[src/rtl/burst_seq_pkg.sv]
// Shared types and helpers for the burst column sequencer.
// Assumes burst lengths are powers of two, no larger than 2**MAX_LOG.
package burst_seq_pkg;

    typedef enum logic {
        ORD_LINEAR = 1'b0,
        ORD_XOR    = 1'b1
    } beat_order_e;

    // Map a length code to log2(burst length). Code 0 counts as code 1,
    // and codes above max_log are clamped to max_log.
    function automatic int code_to_log(input int code, input int max_log);
        if (code < 1)
            return 1;
        else if (code > max_log)
            return max_log;
        else
            return code;
    endfunction

endpackage

[src/rtl/bseq_len_decode.sv]
// Length decoder: turns a burst length code into a mask of the low column
// bits that the burst walks through. Assumes MAX_LOG >= 1.
module bseq_len_decode #(
    parameter int MAX_LOG = 3,
    parameter int CODE_W  = $clog2(MAX_LOG + 1)
) (
    input  logic [CODE_W-1:0]  len_code,
    output logic [MAX_LOG-1:0] low_mask
);
    import burst_seq_pkg::*;

    // Set one mask bit for each address bit that the burst walks through.
    always_comb begin
        int eff_log;
        eff_log = code_to_log(int'(len_code), MAX_LOG);
        for (int i = 0; i < MAX_LOG; i++)
            low_mask[i] = (i < eff_log);
    end
endmodule

[src/rtl/bseq_col_map.sv]
// Column mapper: builds the column address of one beat from the burst base
// column, the beat index and the low-bit mask. Bits outside the mask come
// from the base unchanged. Assumes COL_W > MAX_LOG and that idx never has
// bits set outside the mask.
module bseq_col_map #(
    parameter int COL_W   = 10,
    parameter int MAX_LOG = 3
) (
    input  logic [COL_W-1:0]   base_col,
    input  logic [MAX_LOG-1:0] idx,
    input  logic [MAX_LOG-1:0] low_mask,
    input  logic               order_xor,
    output logic [COL_W-1:0]   col
);
    logic [MAX_LOG-1:0] lin_sum;

    // Linear order: add the beat index to the low bits; the carry falls off
    // the top, so the count wraps inside the block.
    always_comb lin_sum = base_col[MAX_LOG-1:0] + idx;

    // One selector per low bit: keep the base bit outside the mask,
    // otherwise take the linear or the interleaved value.
    for (genvar b = 0; b < MAX_LOG; b++) begin : g_low
        always_comb begin
            if (!low_mask[b])
                col[b] = base_col[b];
            else if (order_xor)
                col[b] = base_col[b] ^ idx[b];
            else
                col[b] = lin_sum[b];
        end
    end

    // The upper column bits never change within a burst.
    always_comb col[COL_W-1:MAX_LOG] = base_col[COL_W-1:MAX_LOG];
endmodule

[src/rtl/bseq_beat_ctrl.sv]
// Beat controller: holds the burst that is in flight and advances the beat
// index each cycle. A start command has priority over a terminate pulse and
// over the natural end of the burst. Assumes the mask is contiguous from bit 0.
module bseq_beat_ctrl #(
    parameter int COL_W   = 10,
    parameter int MAX_LOG = 3
) (
    input  logic               clk,
    input  logic               rst_n,
    input  logic               start,
    input  logic               term,
    input  logic [COL_W-1:0]   start_col,
    input  logic [MAX_LOG-1:0] start_mask,
    input  logic               start_xor,
    output logic               act_q,
    output logic [MAX_LOG-1:0] idx_q,
    output logic [MAX_LOG-1:0] mask_q,
    output logic               xor_q,
    output logic [COL_W-1:0]   base_q,
    output logic               last
);
    logic at_end;

    // The beat shown now is final if it is the natural end or a terminate is applied.
    always_comb at_end = (idx_q == mask_q);
    always_comb last   = act_q && (at_end || term);

    // Burst state: load on start, otherwise step forward or stop.
    always_ff @(posedge clk) begin
        if (!rst_n) begin
            act_q  <= 1'b0;
            idx_q  <= '0;
            mask_q <= '0;
            xor_q  <= 1'b0;
            base_q <= '0;
        end else if (start) begin
            act_q  <= 1'b1;
            idx_q  <= '0;
            mask_q <= start_mask;
            xor_q  <= start_xor;
            base_q <= start_col;
        end else if (act_q) begin
            if (last)
                act_q <= 1'b0;
            else
                idx_q <= idx_q + 1'b1;
        end
    end


    load_first_beat_chk: assert property (@(posedge clk) disable iff (!rst_n)
        start |=> (act_q && idx_q == '0));


    natural_end_chk: assert property (@(posedge clk) disable iff (!rst_n)
        (act_q && at_end && !start) |=> !act_q);


    term_end_chk: assert property (@(posedge clk) disable iff (!rst_n)
        (act_q && term && !start) |=> !act_q);


    advance_chk: assert property (@(posedge clk) disable iff (!rst_n)
        (act_q && !at_end && !term && !start) |=> (act_q && idx_q == $past(idx_q) + 1'b1));


    idx_in_block_chk: assert property (@(posedge clk) disable iff (!rst_n)
        act_q |-> ((idx_q & ~mask_q) == '0));
endmodule

[src/rtl/burst_col_seq.sv]
// Burst column sequencer top: decodes the command's length, tracks the
// burst and maps each beat to a column address. All outputs follow the
// registered burst state, except beat_last, which also reflects cmd_term
// in the same cycle.
module burst_col_seq #(
    parameter int COL_W   = 10,
    parameter int MAX_LOG = 3,
    parameter int CODE_W  = $clog2(MAX_LOG + 1)
) (
    input  logic               clk,
    input  logic               rst_n,
    input  logic               cmd_start,
    input  logic [COL_W-1:0]   cmd_col,
    input  logic [CODE_W-1:0]  cmd_len_code,
    input  logic               cmd_order,
    input  logic               cmd_term,
    output logic               beat_valid,
    output logic [COL_W-1:0]   beat_col,
    output logic [MAX_LOG-1:0] beat_idx,
    output logic               beat_last
);
    import burst_seq_pkg::*;

    logic [MAX_LOG-1:0] new_mask;
    logic [MAX_LOG-1:0] cur_mask;
    logic [COL_W-1:0]   cur_base;
    logic               cur_xor;
    logic               act;

    bseq_len_decode #(.MAX_LOG(MAX_LOG), .CODE_W(CODE_W)) u_len (
        .len_code (cmd_len_code),
        .low_mask (new_mask)
    );

    bseq_beat_ctrl #(.COL_W(COL_W), .MAX_LOG(MAX_LOG)) u_ctrl (
        .clk        (clk),
        .rst_n      (rst_n),
        .start      (cmd_start),
        .term       (cmd_term),
        .start_col  (cmd_col),
        .start_mask (new_mask),
        .start_xor  (cmd_order == ORD_XOR),
        .act_q      (act),
        .idx_q      (beat_idx),
        .mask_q     (cur_mask),
        .xor_q      (cur_xor),
        .base_q     (cur_base),
        .last       (beat_last)
    );

    bseq_col_map #(.COL_W(COL_W), .MAX_LOG(MAX_LOG)) u_map (
        .base_col  (cur_base),
        .idx       (beat_idx),
        .low_mask  (cur_mask),
        .order_xor (cur_xor),
        .col       (beat_col)
    );

    // Expose the in-flight flag as the beat-valid output.
    always_comb beat_valid = act;


    upper_hold_chk: assert property (@(posedge clk) disable iff (!rst_n)
        (beat_valid && !beat_last && !cmd_start)
            |=> (beat_col[COL_W-1:MAX_LOG] == $past(beat_col[COL_W-1:MAX_LOG])));


    idle_quiet_chk: assert property (@(posedge clk) disable iff (!rst_n)
        !beat_valid |-> !beat_last);
endmodule

[config.mk]
export PLATFORM = sky130hd
export DESIGN_NAME = burst_col_seq
export DESIGN_NICKNAME = d
export VERILOG_FILES = /design/src/rtl/burst_seq_pkg.sv /design/src/rtl/bseq_len_decode.sv /design/src/rtl/bseq_col_map.sv /design/src/rtl/bseq_beat_ctrl.sv /design/src/rtl/burst_col_seq.sv
export SDC_FILE = /design/constraint.sdc
export NUM_CORES = 1
export LEC_CHECK = 0
export BUFFER_PORTS_ARGS = -buffer_cell sky130_fd_sc_hd__buf_2
export CORE_UTILIZATION = 34
export CTS_BUF_LIST = sky130_fd_sc_hd__clkbuf_16
export CTS_CLUSTER_DIAMETER = 30
export DETAILED_ROUTE_END_ITERATION = 10
export SYNTH_ARGS = -nofsm -noshare
export SYNTH_HDL_FRONTEND = slang
export SYNTH_SLANG_ARGS = --single-unit
[constraint.sdc]
create_clock -name clk -period 3.9 [get_ports clk]
set_input_delay 0.78 -clock clk [delete_from_list [all_inputs] [get_ports clk]]
set_output_delay 0.78 -clock clk [all_outputs]
set_load 0.02 [all_outputs]
==> impl_metrics.toml, run 1 <==
[place]
place_ws_ps = 1400
io_buffers = 31
placed_cells = 142
hpwl_mm = 1.26
place_congestion = 0.826
place_area_um2 = 1040

[floorplan]
fp.dieH_um = 53.8
dieArea_um2 = 2900
fp.coreArea_um2 = 2500
fp.dieW_um = 53.8
start_util_pct = 36.5
ioPinCount = 32
rows = 18

[pwr]
cellPowerDensity_nw_per_um2 = 412
p_switching_mw = 0.104
p_comb_share_pct = 12.7
p_sw_share_pct = 22.6
power.internal_mw = 0.357
power_frac_seq_pct = 43.4
p_clk_share_pct = 43.9
p_leak_nw = 0.512
p_total_mw = 0.461
ir_drop_mv = 0.427

[clock_tree]
postCtsHoldBufs = 0
cts_buffer_depth = 2
clkTransAtPathRegs_ps = 50
cts_tree = "yes"
cts_resized = 0
clock_latency_ps = 240
numCtsBuffers = 3
cts.sinks = 18
post-cts-setup-buffers = 0
cts_root_buf = "clkbuf_16"
h-tree-depth = 1

[timing]
hold_ws_ps = 509
rsz0062_at_grt = "no"
min_period_ps = 2740
setup_ws_ps = 1160
skew_ps = 1.46
max-slew-margin-rel_pct = 71.2
finalHoldViolations = 0
drv_slew = 0
worst_slew_pin_slew_ps = 432
period_share_pct = 70.2
timing.fmax_ghz = 0.365
finalSetupTns_ps = 0
final-setup-viol-count = 0

[global_route]
grt_pass1_vias = 635
grt_max_degree = 18
grt-ovfl-total = 0
antenna_found_initial = 0
grt_first_pass_wirelength_mm = 2.75
track_usage_pct = 13.7

[run]
drv_cap = 0

[synthesis]
syn_area_um2 = 913
ys_top_cells_by_count = "dfxtp_1, mux2i_1, nor2b_1"
synth_edf_count = 0
syn_inst = 91
yosysTopAreaCellShare_pct = 39.5
yosysWarnings = 0
synthArstFlopShare_pct = 0
synth.area.top_cells = "dfxtp_1, mux2i_1, nor2b_1"
synth-main-ff-cell = "dfxtp_1"
avgSynthCellArea_um2 = 10.0
ys_seq_elements = 18
post-synth-top-area-cell = "dfxtp_1"
synth.most_common_cell = "dfxtp_1"
syn-num-nets = 112
ys_seq_area_share_pct = 39.5
ys_types = 23

[layout]
fin_nets = 138
layout.area.seq_um2 = 360
multi_input_area_um2 = 472
final_util_pct = 44.7
diodes = 0
stdcell_count = 146
area_growth_pct = 22.5
design_area_um2 = 1120
nFillCells = 248
drive_gt1_share_pct = 31.0

[routing]
first_pass_iters = 4
routed_wl_mm = 1.64
vias = 673
drc = 0
first_iter_violations = 9
post_drt_wl_per_cell_um = 11.2
via_per_inst = 4.61
ant_nets = 0

[critical_path]
crit_fanout = 6
arrival_ps = 1960
startpoint_type = "flop"
worstSetupPathType = "reg -> out"
crit_path_end_kind = "output pin"
crit_required_ps = 3120

[status]
status = "completed"

[worst_hold_path]
min_path_type = "reg -> reg"
[cell type report]
| class | count | area share [%] |
|---|---|---|
| clock buffer | 3 | 6.71 |
| inverter | 4 | 1.34 |
| clock inverter | 1 | 0.336 |
| sequential | 18 | 32.2 |
| tap | 30 | 3.36 |
| multi-input combinational | 59 | 42.2 |
| timing repair buffer | 31 | 13.9 |
[path summary, 6_finish.rpt]
path / startpoint / endpoint / slack (ps) / cells after the start
max: u_ctrl.idx_q[0] / beat_col[2] / 1160 / 7
min reg2reg: u_ctrl.base_q[7] / u_ctrl.base_q[7] / 510 / 2
max reg2reg: u_ctrl.idx_q[1] / u_ctrl.idx_q[0] / 2580 / 3
min: u_ctrl.base_q[7] / u_ctrl.base_q[7] / 510 / 2
[power by group through the flow]
stage / Combinational, mW / Sequential [mW] / Clock, mW
floorplan: 0.0444 / 0.204 / 0
global placement: 0.0583 / 0.204 / 0
detailed placement: 0.0592 / 0.204 / 0
CTS: 0.0594 / 0.201 / 0.209
global route: 0.0644 / 0.202 / 0.219
finish: 0.0585 / 0.200 / 0.202
[cells by family after synthesis]
kind of cell	count (synthesis)	synth area share [%]
compound gates	9	7.40
fa+ha+maj	4	6.30
mux	17	18.8
xor+xnor	4	3.84
simple gates	25	15.3
buf+inv	14	8.90
flops	18	39.5
[cell usage in the layout (no fill, tap or decap), drive strengths merged]
| cell | netlist | final |
|---|---|---|
| nand2 | 4 | 4 |
| o21ai | 1 | 1 |
| a31oi | 2 | 2 |
| buf | 9 | 31 |
| nand3b | 1 | 1 |
| nand2b | 3 | 3 |
| mux2i | 16 | 16 |
| nand3 | 1 | 1 |
| fa | 1 | 1 |
| a311oi | 1 | 1 |
| xnor2 | 4 | 4 |
| ha | 3 | 3 |
| dfxtp | 18 | 18 |
| clkbuf | 1 | 3 |
| nor2 | 2 | 2 |
| a21oi | 1 | 1 |
| a21boi | 1 | 1 |
| inv | 4 | 4 |
| clkinv | 0 | 1 |
| mux2 | 1 | 1 |
| nor3 | 1 | 1 |
| nor2b | 13 | 13 |
| o21a | 3 | 3 |
[per-layer routing]
layer / share of wire [%] / global-route usage (%) / vias up / routed length [um]
met4: 1.2 / 5.26 / 0 / 19
met2: 46 / 21.4 / 22 / 748
met1: 47 / 16.4 / 304 / 766
met5: 0 / 0 / - / 0
met3: 6.3 / 5.93 / 2 / 104
li1: - / - / 345 / -
[sequential cells by signal, indices dropped and copies added, names as in the netlist]
| name | count |
|---|---|
| u_ctrl.xor_q | 1 |
| u_ctrl.act_q | 1 |
| u_ctrl.base_q | 10 |
| u_ctrl.mask_q | 3 |
| u_ctrl.idx_q | 3 |
[critical path, stage by stage (launching register included)]
cell and delay [ps]:
dfxtp_1 420, ha_1 180, inv_1 50, fa_1 370, o21a_1 170, o21ai_0 210
xnor2_1 140, buf_2 180
(Power assumes the default switching activity.)
==> run 2: changes to the inputs <==
--- a/config.mk
+++ b/config.mk
@@ -5,6 +5,7 @@
 export SDC_FILE = /design/constraint.sdc
 export NUM_CORES = 1
 export LEC_CHECK = 0
+export ABC_AREA = 1
 export BUFFER_PORTS_ARGS = -buffer_cell sky130_fd_sc_hd__buf_2
 export CORE_UTILIZATION = 34
 export CTS_BUF_LIST = sky130_fd_sc_hd__clkbuf_16
==> constraint.sdc (replaced) <==
create_clock -name clk -period 2.5 [get_ports clk]
set_input_delay 0.5 -clock clk [delete_from_list [all_inputs] [get_ports clk]]
set_output_delay 0.5 -clock clk [all_outputs]
set_load 0.02 [all_outputs]
==> impl_metrics.toml, run 2 <==
[status]
status = "completed"

[clock_tree]
cts.sinks = 18
cts_buffer_depth = 2
h-tree-depth = 1
clkTransAtPathRegs_ps = 50
post-cts-setup-buffers = 0
numCtsBuffers = 3
cts_resized = 0
clock_latency_ps = 250
postCtsHoldBufs = 0
cts_root_buf = "clkbuf_16"
cts_tree = "yes"

[routing]
post_drt_wl_per_cell_um = 10.4
via_per_inst = 4.45
first_iter_violations = 8
ant_nets = 0
first_pass_iters = 4
drc = 0
vias = 699
routed_wl_mm = 1.63

[synthesis]
syn_area_um2 = 852
synthArstFlopShare_pct = 0
synth-compound-area-share_pct = 16.3
synth-main-ff-cell = "dfxtp_1"
synth_adder_area_share_pct = 6.75
avgSynthCellArea_um2 = 8.35
synth.most_common_cell = "nand2_1"
yosysTopAreaCellShare_pct = 42.3
post-synth-top-area-cell = "dfxtp_1"
synth_mux_area_share_pct = 0
syn_inst = 102
synth-xor-area-share_pct = 2.06
ys_types = 19
synth_simple_gate_area_share_pct = 18.1
yosysWarnings = 0
synth.area.top_cells = "dfxtp_1, nand2_1, a22o_1"
syn-num-nets = 123
synth_edf_count = 0
ys_seq_area_share_pct = 42.3
ys_top_cells_by_count = "nand2_1, dfxtp_1, inv_1"
synth_top_family_by_area = "simple AND/OR/NAND/NOR gates"
ys_seq_elements = 18

[pwr]
p_sw_share_pct = 23.5
p_leak_nw = 0.546
p_switching_mw = 0.169
power_frac_seq_pct = 43.5
p_total_mw = 0.720
p_clk_share_pct = 44.1
ir_drop_mv = 0.398
power.internal_mw = 0.550
p_comb_share_pct = 12.4
cellPowerDensity_nw_per_um2 = 680

[floorplan]
start_util_pct = 37.1
rows = 17
dieArea_um2 = 2710
fp.dieW_um = 52.1
fp.dieH_um = 52.1
ioPinCount = 32
fp.coreArea_um2 = 2300

[critical_path]
startpoint_type = "flop"
crit_path_end_kind = "output pin"
crit_path_cell_trace = "inv_1 -> fa_1 -> nor2_1 -> a21oi_1 -> o21ai_0 -> xor2_1 -> buf_2"
crit_required_ps = 2000
max_stage_delay_ps = 420
crit_fanout = 5
worstSetupPathType = "reg -> out"
path_buf_inv = 2
path_delay_family = "adder cells"
crit_path_top_delay_cell = "fa_1"
arrival_ps = 1790

[global_route]
grt-ovfl-total = 0
grt_pass1_vias = 604
track_usage_pct = 13.8
grt_first_pass_wirelength_mm = 2.65
antenna_found_initial = 0
grt_max_degree = 14

[timing]
worst_slew_pin_slew_ps = 215
rsz0062_at_grt = "no"
drv_slew = 0
finalSetupTns_ps = 0
max-slew-margin-rel_pct = 85.5
period_share_pct = 91.5
setup_ws_ps = 212
finalHoldViolations = 0
skew_ps = 4.51
final-setup-viol-count = 0
hold_ws_ps = 449
timing.fmax_ghz = 0.437
min_period_ps = 2290

[layout]
final_cell_mix = "buf_2, nand2_1, dfxtp_1"
layout.area.seq_um2 = 362
top_regs = "u_ctrl.base_q x10, u_ctrl.idx_q x3, u_ctrl.mask_q x3"
diodes = 0
nFillCells = 232
final_common_cell = "buf_2"
drive_gt1_share_pct = 30.2
top_register = "u_ctrl.base_q"
fin_nets = 151
final_util_pct = 46.1
largest_reg_flops = 10
area_growth_pct = 24.2
multi_input_area_um2 = 368

[place]
place_ws_ps = 410
place_congestion = 0.706
hpwl_mm = 1.24
io_buffers = 31

[run]
drv_cap = 0

[worst_hold_path]
min_path_type = "in -> reg"
run 2: cell count changes in the layout (fill, tap and decap cells not counted), moves of 2 or more:
cell / before / now
o21a_1: 3 / 0
nand2b_1: 3 / 0
nand3_2: 0 / 2
nor2b_1: 13 / 0
xnor2_1: 4 / 1
mux2i_1: 16 / 0
nand2_1: 4 / 20
inv_1: 4 / 15
o21ai_0: 1 / 12
a31oi_1: 2 / 0
a22o_1: 0 / 7
nor2_1: 2 / 6
run 2: logic make-up (layout without fill, tap and decap cells):
| group | Yosys count | count (layout) |
|---|---|---|
| AND/OR/NAND/NOR | 32 | 32 |
| buffers and inverters | 24 | 51 |
| AO/OA/AOI/OAI | 22 | 22 |
| flip-flops | 18 | 18 |
| adder cells (fa/ha/maj) | 4 | 4 |
| XOR/XNOR | 2 | 2 |
run 2: worst min-delay path: stages:
cell and delay (ps):
buf_2 80, nand2_1 40, o21ai_0 50
run 2: area by class of cell:
cell class | count | share of cell area (%)
multi-input combinational | 60 | 34.8
sequential | 18 | 34.2
timing repair buffer | 31 | 14.7
clock buffer | 3 | 7.09
inverter | 16 | 5.67
tap | 28 | 3.31
clock inverter | 1 | 0.355
run 2: power by group through the flow:
stage	clock network, mW	registers [mW]	logic, mW
5_1_grt	0.337	0.315	0.0997
3_5_place_dp	0	0.319	0.0896
2_1_floorplan	0	0.319	0.0642
4_1_cts	0.326	0.313	0.0901
6_report	0.318	0.313	0.0890
3_3_place_gp	0	0.318	0.0883
run 2: routing by layer:
| metal | routed length, um | up-vias | global-route usage [%] |
|---|---|---|---|
| met5 | 0 | - | 0 |
| met3 | 84 | 2 | 3.51 |
| met4 | 17 | 0 | 6.76 |
| met2 | 694 | 21 | 18.6 |
| met1 | 832 | 297 | 19.9 |
| li1 | - | 379 | - |
run 2: final timing paths:
check	slack, ps	endpoint	cells after the start	start
min	450	u_ctrl.base_q[0]	3	cmd_col[0]
min reg2reg	470	u_ctrl.base_q[3]	1	u_ctrl.base_q[3]
max	210	beat_col[2]	7	u_ctrl.idx_q[1]
max reg2reg	1370	u_ctrl.idx_q[1]	7	u_ctrl.idx_q[1]
run 2: per-stage QoR:
| stage | instance area (um2) | cells |
|---|---|---|
| floorplan | 852 | 102 |
| global placement | 978 | 153 |
| detailed placement | 978 | 153 |
| CTS | 1060 | 157 |
| global route | 1060 | 157 |
| finish | 1060 | 157 |
